$ cat src/rtl/pwrseq_pkg.sv
package pwrseq_pkg;

    // Sequencer phase; the two stable phases report done.
    typedef enum logic [1:0] {
        ST_OFF     = 2'd0,
        ST_ON_SEQ  = 2'd1,
        ST_ON      = 2'd2,
        ST_OFF_SEQ = 2'd3
    } seq_state_e;

endpackage

$ cat src/rtl/pwrseq_regs.sv
module pwrseq_regs #(
    parameter int NUM_OUT        = 20,
    parameter int CNT_W          = 5,
    parameter int REG_W          = 2 * CNT_W,
    parameter int ADDR_W         = 5,
    parameter int RST_ON_DIV     = 0,
    parameter int RST_OFF_DIV    = 0,
    parameter int RST_MASTER_ON  = 24,
    parameter int RST_MASTER_OFF = 6
) (
    input  logic                            clk,
    input  logic                            rst_n,
    input  logic                            we,
    input  logic [ADDR_W-1:0]               addr,
    input  logic [REG_W-1:0]                wdata,
    output logic [CNT_W-1:0]                on_div,
    output logic [CNT_W-1:0]                off_div,
    output logic [CNT_W-1:0]                master_on,
    output logic [CNT_W-1:0]                master_off,
    output logic [NUM_OUT-1:0][CNT_W-1:0]   chan_on,
    output logic [NUM_OUT-1:0][CNT_W-1:0]   chan_off,
    output logic                            freeze
);

    localparam int ADDR_TIMER  = 0;
    localparam int ADDR_MASTER = 1;
    localparam int CHAN_BASE   = 2;
    localparam int ADDR_CTRL   = CHAN_BASE + NUM_OUT;

    typedef struct packed {
        logic [REG_W-1:0]              timer;
        logic [REG_W-1:0]              master;
        logic [NUM_OUT-1:0][REG_W-1:0] chan;
        logic [REG_W-1:0]              ctrl;
    } regs_t;

    regs_t r_d, r_q;

    always_comb begin
        r_d = r_q;
        if (we) begin
            if (addr == ADDR_W'(ADDR_TIMER))  r_d.timer  = wdata;
            if (addr == ADDR_W'(ADDR_MASTER)) r_d.master = wdata;
            if (addr == ADDR_W'(ADDR_CTRL))   r_d.ctrl   = wdata;
            for (int i = 0; i < NUM_OUT; i++) begin
                if (addr == ADDR_W'(CHAN_BASE + i)) r_d.chan[i] = wdata;
            end
        end
    end

    always_ff @(posedge clk or negedge rst_n) begin
        if (!rst_n) begin
            r_q.timer  <= (REG_W'(RST_OFF_DIV) << CNT_W) | REG_W'(RST_ON_DIV);
            r_q.master <= (REG_W'(RST_MASTER_OFF) << CNT_W) | REG_W'(RST_MASTER_ON);
            r_q.chan   <= '0;
            r_q.ctrl   <= '0;
        end else begin
            r_q <= r_d;
        end
    end

    assign on_div     = r_q.timer[CNT_W-1:0];
    assign off_div    = r_q.timer[REG_W-1:CNT_W];
    assign master_on  = r_q.master[CNT_W-1:0];
    assign master_off = r_q.master[REG_W-1:CNT_W];
    assign freeze     = &r_q.ctrl;

    for (genvar g = 0; g < NUM_OUT; g++) begin : g_field
        assign chan_on[g]  = r_q.chan[g][CNT_W-1:0];
        assign chan_off[g] = r_q.chan[g][REG_W-1:CNT_W];
    end

endmodule

$ cat src/rtl/pwrseq_tick.sv
module pwrseq_tick #(
    parameter int DIV_W = 5
) (
    input  logic             clk,
    input  logic             rst_n,
    input  logic             restart,
    input  logic             run,
    input  logic [DIV_W-1:0] div,
    output logic             tick
);

    typedef struct packed {
        logic [DIV_W-1:0] pre;
    } tick_t;

    tick_t t_d, t_q;

    always_comb begin
        t_d  = t_q;
        tick = run && (t_q.pre >= div);
        if (restart) begin
            t_d.pre = '0;
        end else if (run) begin
            if (t_q.pre >= div) t_d.pre = '0;
            else                t_d.pre = t_q.pre + 1'b1;
        end
    end

    always_ff @(posedge clk or negedge rst_n) begin
        if (!rst_n) t_q <= '0;
        else        t_q <= t_d;
    end

endmodule

$ cat src/rtl/pwrseq_fsm.sv
module pwrseq_fsm
    import pwrseq_pkg::*;
#(
    parameter int CNT_W = 5
) (
    input  logic             clk,
    input  logic             rst_n,
    input  logic             sleep_req,
    input  logic             wake_req,
    input  logic             hold,
    input  logic             tick,
    input  logic [CNT_W-1:0] master_on,
    input  logic [CNT_W-1:0] master_off,
    output seq_state_e       state,
    output logic [CNT_W-1:0] step,
    output logic             restart,
    output logic             pend,
    output logic             done
);

    typedef struct packed {
        seq_state_e       state;
        logic [CNT_W-1:0] step;
        logic             pend;
    } fsm_t;

    fsm_t f_d, f_q;

    always_comb begin
        f_d     = f_q;
        restart = 1'b0;
        if (!hold) begin
            unique case (f_q.state)
                ST_OFF: begin
                    if (wake_req || f_q.pend) begin
                        f_d.state = ST_ON_SEQ;
                        f_d.step  = '0;
                        f_d.pend  = 1'b0;
                        restart   = 1'b1;
                    end
                end
                ST_ON: begin
                    if (sleep_req || f_q.pend) begin
                        f_d.state = ST_OFF_SEQ;
                        f_d.step  = '0;
                        f_d.pend  = 1'b0;
                        restart   = 1'b1;
                    end
                end
                ST_ON_SEQ: begin
                    if (sleep_req) f_d.pend = 1'b1;
                    if (f_q.step >= master_on) f_d.state = ST_ON;
                    else if (tick)             f_d.step  = f_q.step + 1'b1;
                end
                ST_OFF_SEQ: begin
                    if (wake_req) f_d.pend = 1'b1;
                    if (f_q.step >= master_off) f_d.state = ST_OFF;
                    else if (tick)              f_d.step  = f_q.step + 1'b1;
                end
                default: f_d.state = ST_OFF;
            endcase
        end
    end

    always_ff @(posedge clk or negedge rst_n) begin
        if (!rst_n) begin
            f_q.state <= ST_OFF;
            f_q.step  <= '0;
            f_q.pend  <= 1'b0;
        end else begin
            f_q <= f_d;
        end
    end

    assign state = f_q.state;
    assign step  = f_q.step;
    assign pend  = f_q.pend;
    assign done  = (f_q.state == ST_ON) || (f_q.state == ST_OFF);

endmodule

$ cat src/rtl/pwrseq_chan.sv
module pwrseq_chan #(
    parameter int CNT_W = 5
) (
    input  logic             clk,
    input  logic             rst_n,
    input  logic             rising,
    input  logic             falling,
    input  logic [CNT_W-1:0] step,
    input  logic [CNT_W-1:0] on_cnt,
    input  logic [CNT_W-1:0] off_cnt,
    input  logic [CNT_W-1:0] master_on,
    input  logic [CNT_W-1:0] master_off,
    output logic             en
);

    typedef struct packed {
        logic en;
    } chan_t;

    chan_t c_d, c_q;
    logic [CNT_W-1:0] eff_on, eff_off;

    always_comb begin
        eff_on  = (on_cnt  > master_on)  ? master_on  : on_cnt;
        eff_off = (off_cnt > master_off) ? master_off : off_cnt;
        c_d = c_q;
        if (rising  && (step == eff_on))  c_d.en = 1'b1;
        if (falling && (step == eff_off)) c_d.en = 1'b0;
    end

    always_ff @(posedge clk or negedge rst_n) begin
        if (!rst_n) c_q <= '0;
        else        c_q <= c_d;
    end

    assign en = c_q.en;

endmodule

$ cat src/rtl/rail_pwr_seq.sv
module rail_pwr_seq
    import pwrseq_pkg::*;
#(
    parameter  int NUM_OUT        = 20,
    parameter  int CNT_W          = 5,
    parameter  int RST_ON_DIV     = 0,
    parameter  int RST_OFF_DIV    = 0,
    parameter  int RST_MASTER_ON  = 24,
    parameter  int RST_MASTER_OFF = 6,
    localparam int REG_W          = 2 * CNT_W,
    localparam int ADDR_W         = $clog2(NUM_OUT + 3)
) (
    input  logic               clk,
    input  logic               rst_n,
    input  logic               sleep_req,
    input  logic               wake_req,
    input  logic               cfg_we,
    input  logic [ADDR_W-1:0]  cfg_addr,
    input  logic [REG_W-1:0]   cfg_wdata,
    output logic [NUM_OUT-1:0] rail_en,
    output logic               seq_done
);

    logic [CNT_W-1:0]              on_div, off_div, master_on, master_off;
    logic [NUM_OUT-1:0][CNT_W-1:0] chan_on, chan_off;
    logic                          seq_hold;
    seq_state_e                    fsm_state;
    logic [CNT_W-1:0]              fsm_step;
    logic                          fsm_restart, fsm_pend, tick;
    logic                          run, rising, falling;
    logic [CNT_W-1:0]              div_sel;

    pwrseq_regs #(
        .NUM_OUT       (NUM_OUT),
        .CNT_W         (CNT_W),
        .REG_W         (REG_W),
        .ADDR_W        (ADDR_W),
        .RST_ON_DIV    (RST_ON_DIV),
        .RST_OFF_DIV   (RST_OFF_DIV),
        .RST_MASTER_ON (RST_MASTER_ON),
        .RST_MASTER_OFF(RST_MASTER_OFF)
    ) u_regs (
        .clk       (clk),
        .rst_n     (rst_n),
        .we        (cfg_we),
        .addr      (cfg_addr),
        .wdata     (cfg_wdata),
        .on_div    (on_div),
        .off_div   (off_div),
        .master_on (master_on),
        .master_off(master_off),
        .chan_on   (chan_on),
        .chan_off  (chan_off),
        .freeze    (seq_hold)
    );

    pwrseq_fsm #(.CNT_W(CNT_W)) u_fsm (
        .clk       (clk),
        .rst_n     (rst_n),
        .sleep_req (sleep_req),
        .wake_req  (wake_req),
        .hold      (seq_hold),
        .tick      (tick),
        .master_on (master_on),
        .master_off(master_off),
        .state     (fsm_state),
        .step      (fsm_step),
        .restart   (fsm_restart),
        .pend      (fsm_pend),
        .done      (seq_done)
    );

    assign rising  = (fsm_state == ST_ON_SEQ)  && !seq_hold;
    assign falling = (fsm_state == ST_OFF_SEQ) && !seq_hold;
    assign run     = rising || falling;
    assign div_sel = (fsm_state == ST_OFF_SEQ) ? off_div : on_div;

    pwrseq_tick #(.DIV_W(CNT_W)) u_tick (
        .clk    (clk),
        .rst_n  (rst_n),
        .restart(fsm_restart),
        .run    (run),
        .div    (div_sel),
        .tick   (tick)
    );

    for (genvar g = 0; g < NUM_OUT; g++) begin : g_chan
        pwrseq_chan #(.CNT_W(CNT_W)) u_chan (
            .clk       (clk),
            .rst_n     (rst_n),
            .rising    (rising),
            .falling   (falling),
            .step      (fsm_step),
            .on_cnt    (chan_on[g]),
            .off_cnt   (chan_off[g]),
            .master_on (master_on),
            .master_off(master_off),
            .en        (rail_en[g])
        );
    end

endmodule

$ cat config.mk
export PLATFORM = sky130hd
export DESIGN_NAME = rail_pwr_seq
export DESIGN_NICKNAME = d
export VERILOG_FILES = /design/src/rtl/pwrseq_pkg.sv /design/src/rtl/pwrseq_regs.sv /design/src/rtl/pwrseq_tick.sv /design/src/rtl/pwrseq_fsm.sv /design/src/rtl/pwrseq_chan.sv /design/src/rtl/rail_pwr_seq.sv
export SDC_FILE = /design/constraint.sdc
export NUM_CORES = 1
export LEC_CHECK = 0
export ABC_AREA = 1
export BUFFER_PORTS_ARGS = -buffer_cell sky130_fd_sc_hd__buf_2
export CAP_MARGIN = 30
export CORE_UTILIZATION = 25
export DETAILED_ROUTE_END_ITERATION = 16
export REMOVE_ABC_BUFFERS = 1
export SLEW_MARGIN = 20
export SYNTH_ARGS = -nofsm -noshare
export SYNTH_HDL_FRONTEND = slang
export SYNTH_SLANG_ARGS = --single-unit
$ cat constraint.sdc
create_clock -name clk -period 3.8 [get_ports clk]
set_input_delay 0.76 -clock clk [delete_from_list [all_inputs] [get_ports clk]]
set_output_delay 0.76 -clock clk [all_outputs]
set_load 0.1 [all_outputs]
=== After elaboration in Yosys (flattened, before gate mapping) ===
Index checks and enable logic that the tools add are counted.
W data, S select, Z words.

* Muxes and demuxes: 98
* Magnitude comparators: 43
* Add/subtract/negate cells: 2
* Equality and inequality tests: 73
* Reduce and logical (&&, ||, !) cells: 98
* Bitwise operators: 1

{| class="wikitable"
|+ Operators with widths
! cell !! count
|-
| $mux W5 || 47
|-
| $eq A5 B5 Y1 || 40
|-
| $gt A5 B5 Y1 || 40
|-
| $reduce_and A2 Y1 || 23
|-
| $mux W1 || 45
|-
| $logic_and A1 B1 Y1 || 43
|-
| $reduce_bool A2 Y1 || 21
|-
| $eq A5 B4 Y1 const B || 8
|-
| $eq A5 B5 Y1 const B || 7
|-
| $pmux W8 S4 || 1
|-
| $eq A5 B3 Y1 const B || 4
|-
| $mux W8 || 2
|-
| $ge A5 B5 Y1 || 3
|-
| $reduce_and A5 Y1 || 3
|-
| $add A5 B1 Y5 const B || 2
|-
| $eq A5 B2 Y1 const B || 2
|-
| $reduce_and A10 Y1 || 1
|-
| $ne A2 B1 Y1 const B || 4
|-
| $ne A2 B2 Y1 const B || 4
|-
| $eq A5 B1 Y1 const B || 1
|-
| $logic_not A5 Y1 || 1
|-
| $eq A2 B2 Y1 const B || 2
|-
| $logic_or A1 B1 Y1 || 4
|-
| $mux W2 || 2
|-
| other kinds (5) || 5
|}

* Output and inout port bits: 21
* Flip-flop bits (word level): 263
* Input bits: 20
* Logic and storage cells: 362

=== Longest topological paths before layout ===
Gate-level depths: netlist of the first run.

* Depth in word-level cells: 8
* Gate-level depth with buffers: 16
* Depth with buffers taken out: 14

=== Cells and area by module ===
From an unflattened synthesis of the first run, not the netlist that was laid out.

* Cell total of the unflattened synthesis: 4177
* Area, all modules: 27139.8 µm²

{| class="wikitable"
|+ Modules (own cells, without submodules)
! module !! sequential area each (µm²) !! area each (µm²) !! cells each !! instances
|-
| pwrseq_chan (g_chan[0].u_chan ...) || 25.0 || 735.7 || 135 || 19
|-
| pwrseq_regs || 5760.5 || 11056.9 || 1269 || 1
|-
| pwrseq_fsm || 200.2 || 898.4 || 130 || 1
|-
| pwrseq_chan (g_chan[9].u_chan) || 25.0 || 703.2 || 135 || 1
|-
| pwrseq_tick || 125.1 || 415.4 || 57 || 1
|-
| rail_pwr_seq || 0.0 || 87.6 || 21 || 1
|}

=== Worst setup path after synthesis of the first run ===
OpenSTA, ideal clock, no wires.

* Path type: register to register
* From: register u_regs.r_q, in the netlist u_regs.master_on[4]
* To: register g_chan[5].u_chan.c_q
* Data required time: 3.723 ns
* Setup time: 0.077 ns
* Setup slack: 1.127 ns
* Cell stages (with the launch flop): 16
* Path buffers: 1
* Arrival time: 2.595 ns
* Period minus slack after synthesis: 2.673 ns
* Cells stage by stage: dfstp_2 buf_2 clkinv_1 ha_1 nand2_1 nor2_2 nand2_1 nand3_4 nand2_4 nand2_1 nand2_1 nand2_1 nand2_1 nor2_1 nand3_1 a21oi_1

* Cells in the longest elaborated chain, start to end: 5

{| class="wikitable"
|+ Ends and longest elaborated chain
! what !! RTL line !! RTL
|-
| start, declared || pwrseq_regs.sv:37 || <nowiki>regs_t r_d, r_q;</nowiki>
|-
| start signal, assigned || pwrseq_regs.sv:58 || <nowiki>r_q <= r_d;</nowiki>
|-
| $gt A5 B5 Y1 || pwrseq_chan.sv:24 || <nowiki>eff_on = (on_cnt > master_on) ? master_on : on_cnt;</nowiki>
|-
| $mux W5 * || pwrseq_chan.sv:24 ||
|-
| $eq A5 B5 Y1 * || pwrseq_chan.sv:27 || <nowiki>if (rising && (step == eff_on)) c_d.en = 1'b1;</nowiki>
|-
| $logic_and A1 B1 Y1 * || pwrseq_chan.sv:27 ||
|-
| $reduce_bool A2 Y1 (no line) * || -- ||
|-
| end signal, assigned || pwrseq_chan.sv:32 || <nowiki>if (!rst_n) c_q <= '0;</nowiki>
|-
| end signal, assigned || pwrseq_chan.sv:33 || <nowiki>else c_q <= c_d;</nowiki>
|-
| end, declared || pwrseq_chan.sv:20 || <nowiki>chan_t c_d, c_q;</nowiki>
|}

Every way passes the cells marked *; elsewhere a longest branch is shown, timed or not.
A chain may end at the register's enable or synchronous reset.

=== Final worst setup path of the first run ===
* From: register u_regs.r_q, in the netlist u_regs.master_on[1]
* To: register g_chan[13].u_chan.c_q

* Cells in the longest elaborated chain, start to end: 5

{| class="wikitable"
|+ Ends and longest elaborated chain
! what !! RTL line
|-
| $gt A5 B5 Y1 || pwrseq_chan.sv:24
|-
| $mux W5 * || pwrseq_chan.sv:24
|-
| $eq A5 B5 Y1 * || pwrseq_chan.sv:27
|-
| $logic_and A1 B1 Y1 * || pwrseq_chan.sv:27
|-
| $reduce_bool A2 Y1 (no line) * || --
|-
| end signal, assigned || pwrseq_chan.sv:32
|-
| end signal, assigned || pwrseq_chan.sv:33
|-
| end, declared || pwrseq_chan.sv:20
|}

Marked as above.

==> summary by stage, run 1 <==
Run status
The flow ran to the end, and the final reports show no timing, DRC or antenna violations.

Yosys
The summed instance area of the synthesized netlist is 0.0229 mm^2. The unique cell type count in the Yosys netlist is 38. The area fraction in compound gates after synthesis is 0.0806.

The share of synthesized cell area in and, or, nand and nor gates is 0.420. The register bit count reported by yosys is 263. Synthesis produced 3494 cells. The multiplexer share of the synthesized area is 0.00174. After synthesis, the largest family of logic cells by area is simple AND/OR/NAND/NOR gates. The register area share after synthesis is 0.287. The Yosys step of the flow raised 0 warnings.

Of the total synthesized cell area, the portion taken by full adders, half adders and majority gates is 0.121. Averaged over all synthesized cells, the footprint is 6.57 um^2. The synthesized-area fraction occupied by xor and xnor cells is 0.000763.

Global routing
The global-route total usage across every layer is 0.166. The maximum number of pins on one net before global-route repair is 96. For this run the aggregate overflow at the end of global routing stands at 0. The number of global-route vias before repair is 20800. The initial antenna violation count is 4. The first global-routing pass estimated 121000 um of wire.

Worst setup path
The kind of end point of the critical path is a flip-flop. The worst stage delay on the critical path is about 0.5 ns. The worst register-to-register path begins at u_regs.master_on[1]. The cell class contributing the biggest share of worst-path delay is simple AND/OR/NAND/NOR gates.

The number of cells on the worst reg-to-reg path is 14. The cell depth of the worst setup path is 14. Data on the critical path is required at its endpoint by 4.29 ns. The arrival time at the worst endpoint is 3.13 ns. The worst setup path is launched from a flip-flop.

The path type of the worst setup path is flip-flop to flip-flop. Walking the worst path, the cells encountered are inv_2, buf_12, ha_1, nand2_1, nor2_2, nand2_1, nand3_4, nand2_4, nand2_1, nand2_1, nor2_1, nor2_1, nand3_1, a21oi_1. The master of the slowest instance on the critical path is dfrtp_1. The capture instance of the worst register-to-register path is g_chan[13].u_chan.en. The maximum fanout along the worst path is 20. The most used cell along the critical path is nand2_1. Across all register-to-register paths, the minimum setup slack is 1.16 ns. The number of buffers and inverters on the critical path is 2.

Drt
The count of vias placed by the detailed router is 22500. The number of optimization iterations in the first detailed-route pass is 6. The final routed wire length divided by cell count is about 17 um. The residual antenna-violating net count after detailed routing is 0.

The violation count after the first detailed-routing iteration is 1743. In the routed layout, each cell is associated on average with a via count of ~4.8. The routed design has approximately 78000 um of wire. For this run, design rule violations remaining after detail routing come to 0.

STA
Timing would allow up to 378 MHz. The worst slew margin relative to its limit is 0.337. The worst path in the final design needs a cycle of 2.64 ns, including I/O delays and setup. The count of pins over their slew limit came to 0. The final number of hold-violating endpoints was 0. In the final timing run, aggregate negative setup slack is 0 ns.

Clock skew on the completed layout was measured at 0.0256 ns. Of the available clock period, the critical path in the final layout requires 0.695. Setup repair after global routing left no endpoint under its margin.

The final count of negative-setup-slack endpoints is 0. The worst-margin pin slew is around 0.99 ns.

Clock network
For this design, the sink count on the clock tree is 263. Buffers inserted to repair hold after CTS numbered 0. The clock latency on the worst-skew pair is around 0.57 ns. The number of gates resized after CTS was 0. TritonCTS built the clock tree.

After clock tree synthesis, the clock-pin slew on the worst setup and hold paths is 0.06 ns. The number of clock buffers added by TritonCTS is 35. In this run the number of H-tree levels came out at 2.

The longest clock path from root to sink contains 3 buffers. The buffer count from post-CTS setup fixing is 0. The root buffer cell chosen for the clock tree is clkbuf_16.

Layout
In the final layout, the share of cells above drive strength 1 is 0.0953. In the final layout, flip-flops and latches occupy between 0.006 and 0.007 mm^2. The number of inserted filler cells in the final layout is 9802.

The layout overhead on the synthesized area is 11.5%. The commonest non-fill, non-tap cell in the layout is nand2_1. The top cell types in the final layout, fill and taps aside, are 1189 x nand2_1, 605 x nand3_1, 338 x inv_1.

After the last flow step, the layout net total stands at 3699. The multi-input combinational cells in the finished layout cover a total of roughly 0.014 mm^2. The total inserted antenna cells is 0.

Place
Routability-driven placement finished with a final weighted congestion of 0.889. The number of buffer cells added on primary ports is 40. The detailed placement HPWL is 48900 um.

Die
The number of top-level pins is 41. The die covers 0.0930 mm^2. The row count is 110. The height of the die is 305 um.

The width of the die is 305 um. For this configuration, the core starts out at a cell density of 0.254. The floorplan step defined a core boundary enclosing approximately 0.090 mm^2.

Power
The worst voltage drop across the vdd grid is 0.383 mV. The leakage power is ~13 nW. In this run the power density over the cells is around 700 mW/mm^2. The total power after layout is 18.0 mW.

Worst hold path
The classification of the worst-slack hold path is input pin to asynchronous set/reset pin.

Flow run
Max-cap violations in this run came to 0.
-- stage by stage --
step           cells  hold WS [ns]  setup WS, ns  utilization  instance area [um^2]
2_1_floorplan   3330         0.452         0.821            -                 22200
3_3_place_gp    4596         0.466          1.21        0.270                 24400
3_5_place_dp    4597         0.474          1.05        0.270                 24400
4_1_cts         4658         0.175          1.15        0.283                 25600
5_1_grt         4658         0.208         0.953        0.283                 25600
6_report        4658         0.160          1.16        0.283                 25600
-- cell type report --
class                   instances  share of cell area
well taps                    1176              0.0575
flip-flops and latches        263               0.258
repair buffers                 91              0.0279
clock buffers                  53              0.0416
multi-input cells            2713               0.559
inverters                     354              0.0519
clock inverters                 8             0.00459
-- cells by family (layout without fill, tap and decap cells) --
| family | count (synthesis) | count (layout) |
|---|---|---|
| and+or+nand+nor | 2128 | 2128 |
| adders and majority gates | 221 | 221 |
| AOI/OAI and AO/OA | 358 | 358 |
| DFF | 263 | 263 |
| xor gates and xnor gates | 2 | 2 |
| buffers and inverters | 518 | 506 |
| muxes | 4 | 4 |
-- layer usage --
metal	global-route usage	wire length [um]
met3	0.0281	5820
met2	0.275	35600
met1	0.219	33900
met5	0	34
met4	0.0529	2310
-- worst max-delay path by stage --
| stage | slack (ns) | from | end |
|---|---|---|---|
| finish | 1.16 | u_regs.master_on[1] | g_chan[13].u_chan.en |
| global route | 0.95 | u_fsm.state[0] | u_tick.t_q[4] |
| CTS | 1.15 | u_fsm.state[0] | seq_done |
| detailed placement | 1.05 | cfg_we | u_regs.chan_off[89] |
| global placement | 1.21 | cfg_we | u_regs.chan_on[88] |
| floorplan | 0.82 | u_fsm.step[0] | u_fsm.state[0] |
-- report_power, final --
group          internal, mW  switching (mW)  leakage [nW]
logic                  3.27            7.19          9.08
clock network          2.13            1.34         0.581
registers              3.41           0.646          3.37
-- sequential cells by signal, summed over array words and instances (netlist names) --
name	count
g_chan.u_chan.en	20
u_fsm.pend	1
u_fsm.state	2
u_fsm.step	5
u_regs.chan_off	100
u_regs.chan_on	100
u_regs.master_off	5
u_regs.master_on	5
u_regs.off_div	5
u_regs.on_div	5
u_regs.r_q	10
u_tick.t_q	5
-- cell usage after synthesis --
cell type	count	share of area
nor3_1	3	0.00065
buf_4	22	0.0072
a21oi_2	1	0.00038
nand3_1	605	0.13
clkinv_1	2	0.00033
dfrtp_1	259	0.28
dfstp_2	4	0.0046
or2_2	2	0.00055
nand4_1	5	0.0014
nor3_2	3	0.0013
o2111ai_1	1	0.00038
xor2_1	2	0.00076
o211ai_1	13	0.0043
a31oi_1	1	0.00027
clkbuf_1	108	0.018
buf_1	12	0.0020
o21a_1	1	0.00033
nand2_2	60	0.016
nand2_4	29	0.014
nor2_2	28	0.0076
inv_2	3	0.00049
a21o_1	2	0.00065
nand3_2	22	0.0096
mux2i_1	4	0.0017
o21ai_0	232	0.051
nor3b_1	1	0.00033
a21oi_1	88	0.019
o21ai_1	15	0.0033
inv_1	349	0.057
o22ai_1	2	0.00055
ha_1	221	0.12
nand4_2	1	0.00055
nor2_1	161	0.026
o311ai_0	1	0.00038
a211oi_1	1	0.00033
nand3_4	19	0.015
nand2_1	1189	0.19
buf_2	22	0.0048
-- worst register-to-register path: cells and delay by family, from the launching register on --
family                     cells  cell delay (ns)
DFF                            1             0.50
buffers and inverters          2             0.75
and+or+nand+nor               10             0.92
adders and majority gates      1             0.26
AOI/OAI and AO/OA              1             0.13
(Power assumes the default switching activity.)
==> run 2, diff against run 1 <==
==> constraint.sdc (replaced) <==
create_clock -name clk -period 2.3 [get_ports clk]
set_input_delay 0.46 -clock clk [delete_from_list [all_inputs] [get_ports clk]]
set_output_delay 0.46 -clock clk [all_outputs]
set_load 0.1 [all_outputs]
==> summary by stage, run 2 (synthesis results as in run 1) <==
Layout
The library cell used most frequently in the layout, excluding fill and tap cells, is nand2_1. The share of the core filled with cells is 0.314 (+0.0309). The number of inserted filler cells in the final layout is 9551 (-2.6%). The count of nets after finishing is 3853 (+4.2%). The proportion of layout cells with a drive suffix above 1 was 0.194 (+0.0988). The final cell count without fillers is 4814 (+3.3%). Compared with the post-synthesis result, the final layout area differs by 23.7%. Leaving out fill and tap cells, the most frequent cells in the layout are 1097 x nand2_1, 581 x nand3_1, 338 x inv_1.

Global routing
The maximum number of pins on one net before global-route repair is 54 (-44%). The initial antenna violation count is 5 (+1). The global-route total usage across every layer is 0.170 (+0.00352). The first-pass GRT wire length was 124000 um (+2.4%). The total congestion overflow after global routing is 0 (unchanged).

The number of global-route vias before repair is 21300 (+2.3%).

Worst setup path
The data required time of the critical path is 2.75 ns (-1.54 ns). Walking the worst path, the cells encountered are inv_6, buf_6, ha_1, nand2_1, nor2_2, nand2_2, nand3_4, nand3_1, nand3_1, nand2_1, nor2_1, nand2_1, nor2_2, a21oi_2. The maximum fanout along the worst path is 7 (-65%).

The number of buffers and inverters on the critical path came to 2 (unchanged). The worst stage delay on the critical path is 0.57 ns (+0.07 ns). The critical path is of the flip-flop to flip-flop type.

The kind of start point of the critical path is a flip-flop. On the critical path, the stage with the largest delay is an instance of dfstp_2. The number of cells traversed by the worst register-to-register path came to 14 (unchanged). The worst register-to-register path begins at u_regs.master_off[2].

The most used cell along the critical path is nand2_1. The arrival time at the worst endpoint is 2.73 ns (-0.40 ns). The kind of end point of the critical path is a flip-flop. The cell depth of the worst setup path is 14 (unchanged). The setup slack on the worst flop-to-flop path is 0.02 ns (-1.14 ns). In this run the critical register-to-register path is captured at g_chan[15].u_chan.en. The kind of cell with the highest combined delay along the critical path is simple AND/OR/NAND/NOR gates.

STA
The final count of negative-setup-slack endpoints came to 0 (unchanged). The worst-margin pin slew is 0.653 ns (-0.340 ns). The final critical path time including I/O delays and setup was 2.28 ns (-0.357 ns). The count of pins over their slew limit came to 0 (unchanged). The final clock period utilization by the worst path is 0.993 (+0.298). The final number of hold-violating endpoints is 0 (unchanged). Setup repair after global routing could not meet its margin everywhere. The highest clock frequency the design can meet is 438 MHz (+16%).

The worst slew margin relative to its limit came to 0.564 (+0.227). The final worst clock skew is 0.0250 ns (-0.000515 ns).

Clock network
The clock transition at the register clock pins on the worst setup and hold paths after CTS is 0.06 ns (about the same). The clock sink count is 263 (unchanged). The total CTS buffers is 34 (-2.9%).

The largest buffer count on any clock path is 3 (unchanged). The deepest level of the CTS H-tree is 2 (unchanged). The clock root buffer is clkbuf_16. The clock latency on the worst-skew pair is 0.57 ns (about the same).

TritonCTS built the clock tree.

Drt
The total wire length is 82200 um (+5.9%). The violation count after the first detailed-routing iteration was 1728 (-0.86%). The number of optimization iterations in the first detailed-route pass is 5 (-1). The residual antenna-violating net count after detailed routing came to 0 (unchanged). The final routed wire length divided by cell count was 17.1 um (+2.4%). The count of vias placed by the detailed router is 23600 (+4.9%).

The vias per cell is 4.90 (+1.5%). The post-route DRC violation count came to 0 (unchanged).

Flow run
The number of max-cap violations was 0 (unchanged).

Die
The number of top-level pins is 41 (unchanged). The full die area is 0.0930 mm^2 (unchanged). The row count came to 110 (unchanged). The width of the die is 305 um (unchanged).

The core area is 0.0904 mm^2 (unchanged). The starting utilization of the core area is 0.254 (unchanged). The height of the die is 305 um (unchanged).

Place
The weighted congestion at the end of routability-driven global placement is 0.871 (-2.1%). The detailed placement HPWL is 51000 um (+4.3%). The cell count after placement is 4704 (+2.3%). The number of buffer cells added on primary ports came to 40 (unchanged).

Run status
The run finished with clean final reports.

Worst hold path
The worst hold path begins at wake_req. The tightest min-delay check is of the input pin to flip-flop type. Along the worst hold path, the cell count comes to 4. The endpoint of the worst hold path is u_fsm.pend.

Power
The worst voltage drop across the vdd grid is 0.777 mV (+100%). The total power after layout is 33.2 mW (+84%). The leakage power is 14.1 nW (+7.9%). The total power density per cell area was 1170 mW/mm^2 (+66%).
run 2: timing repair:
item                       CTS  global route
hold buffers                 1             0
hold endpoints to repair    42             0
setup buffers                1            34
setup endpoints to repair   29            33
pin swaps                    7           118
gates cloned                 3            10
resized for setup           31           282
run 2: how the worst max path moves through the flow:
stage	from	to	slack [ns]
global route	u_regs.master_on[3]	g_chan[10].u_chan.en	-0.14
global placement	u_regs.master_off[1]	u_fsm.step[3]	-0.18
detailed placement	u_regs.master_off[1]	u_fsm.step[4]	-0.19
CTS	u_regs.master_off[1]	g_chan[11].u_chan.en	-0.006
floorplan	u_fsm.step[0]	u_fsm.state[0]	-0.68
finish	u_regs.master_off[2]	g_chan[15].u_chan.en	0.02
run 2: final cells by class:
cell class,instances,area (um^2),area share
tap,1176,1470,0.0518
timing repair buffer,235,2150,0.0759
antenna,1,2.50,0.0000881
multi-input combinational,2724,15700,0.553
clock buffer,47,981,0.0345
sequential,263,6590,0.232
clock inverter,14,153,0.00538
inverter,354,1350,0.0475
run 2: power breakdown:
part / internal, mW / total [mW] / switching [mW]
registers: 5.64 / 6.67 / 1.03
logic: 7.43 / 20.9 / 13.4
clock network: 3.32 / 5.63 / 2.30
total: 16.4 / 33.2 / 16.8
run 2: tightest hold or removal path, stage by stage:
cell	delay [ns]
buf_2	0.10
o22ai_1	0.06
nor2_1	0.15
a21oi_1	0.10
run 2: metal layers:
metal	track usage	vias up	share of wire
li1	-	11600	-
met2	0.283	730	0.47
met3	0.0195	179	0.058
met5	0	-	0.00035
met1	0.225	11000	0.44
met4	0.0614	6	0.036
run 2: stage by stage:
| step | TNS (ns) | area [um^2] | setup slack (ns) | hold slack (ns) |
|---|---|---|---|---|
| 6_report | 0 | 28400 | 0.0154 | 0.341 |
| 5_1_grt | -1.73 | 28400 | -0.141 | 0.370 |
| 4_1_cts | -0.00711 | 26800 | -0.00628 | 0.315 |
| 3_5_place_dp | -2.16 | 25400 | -0.193 | 0.445 |
| 3_3_place_gp | -1.51 | 25400 | -0.180 | 0.445 |
| 2_1_floorplan | -13.23 | 22200 | -0.679 | 0.164 |
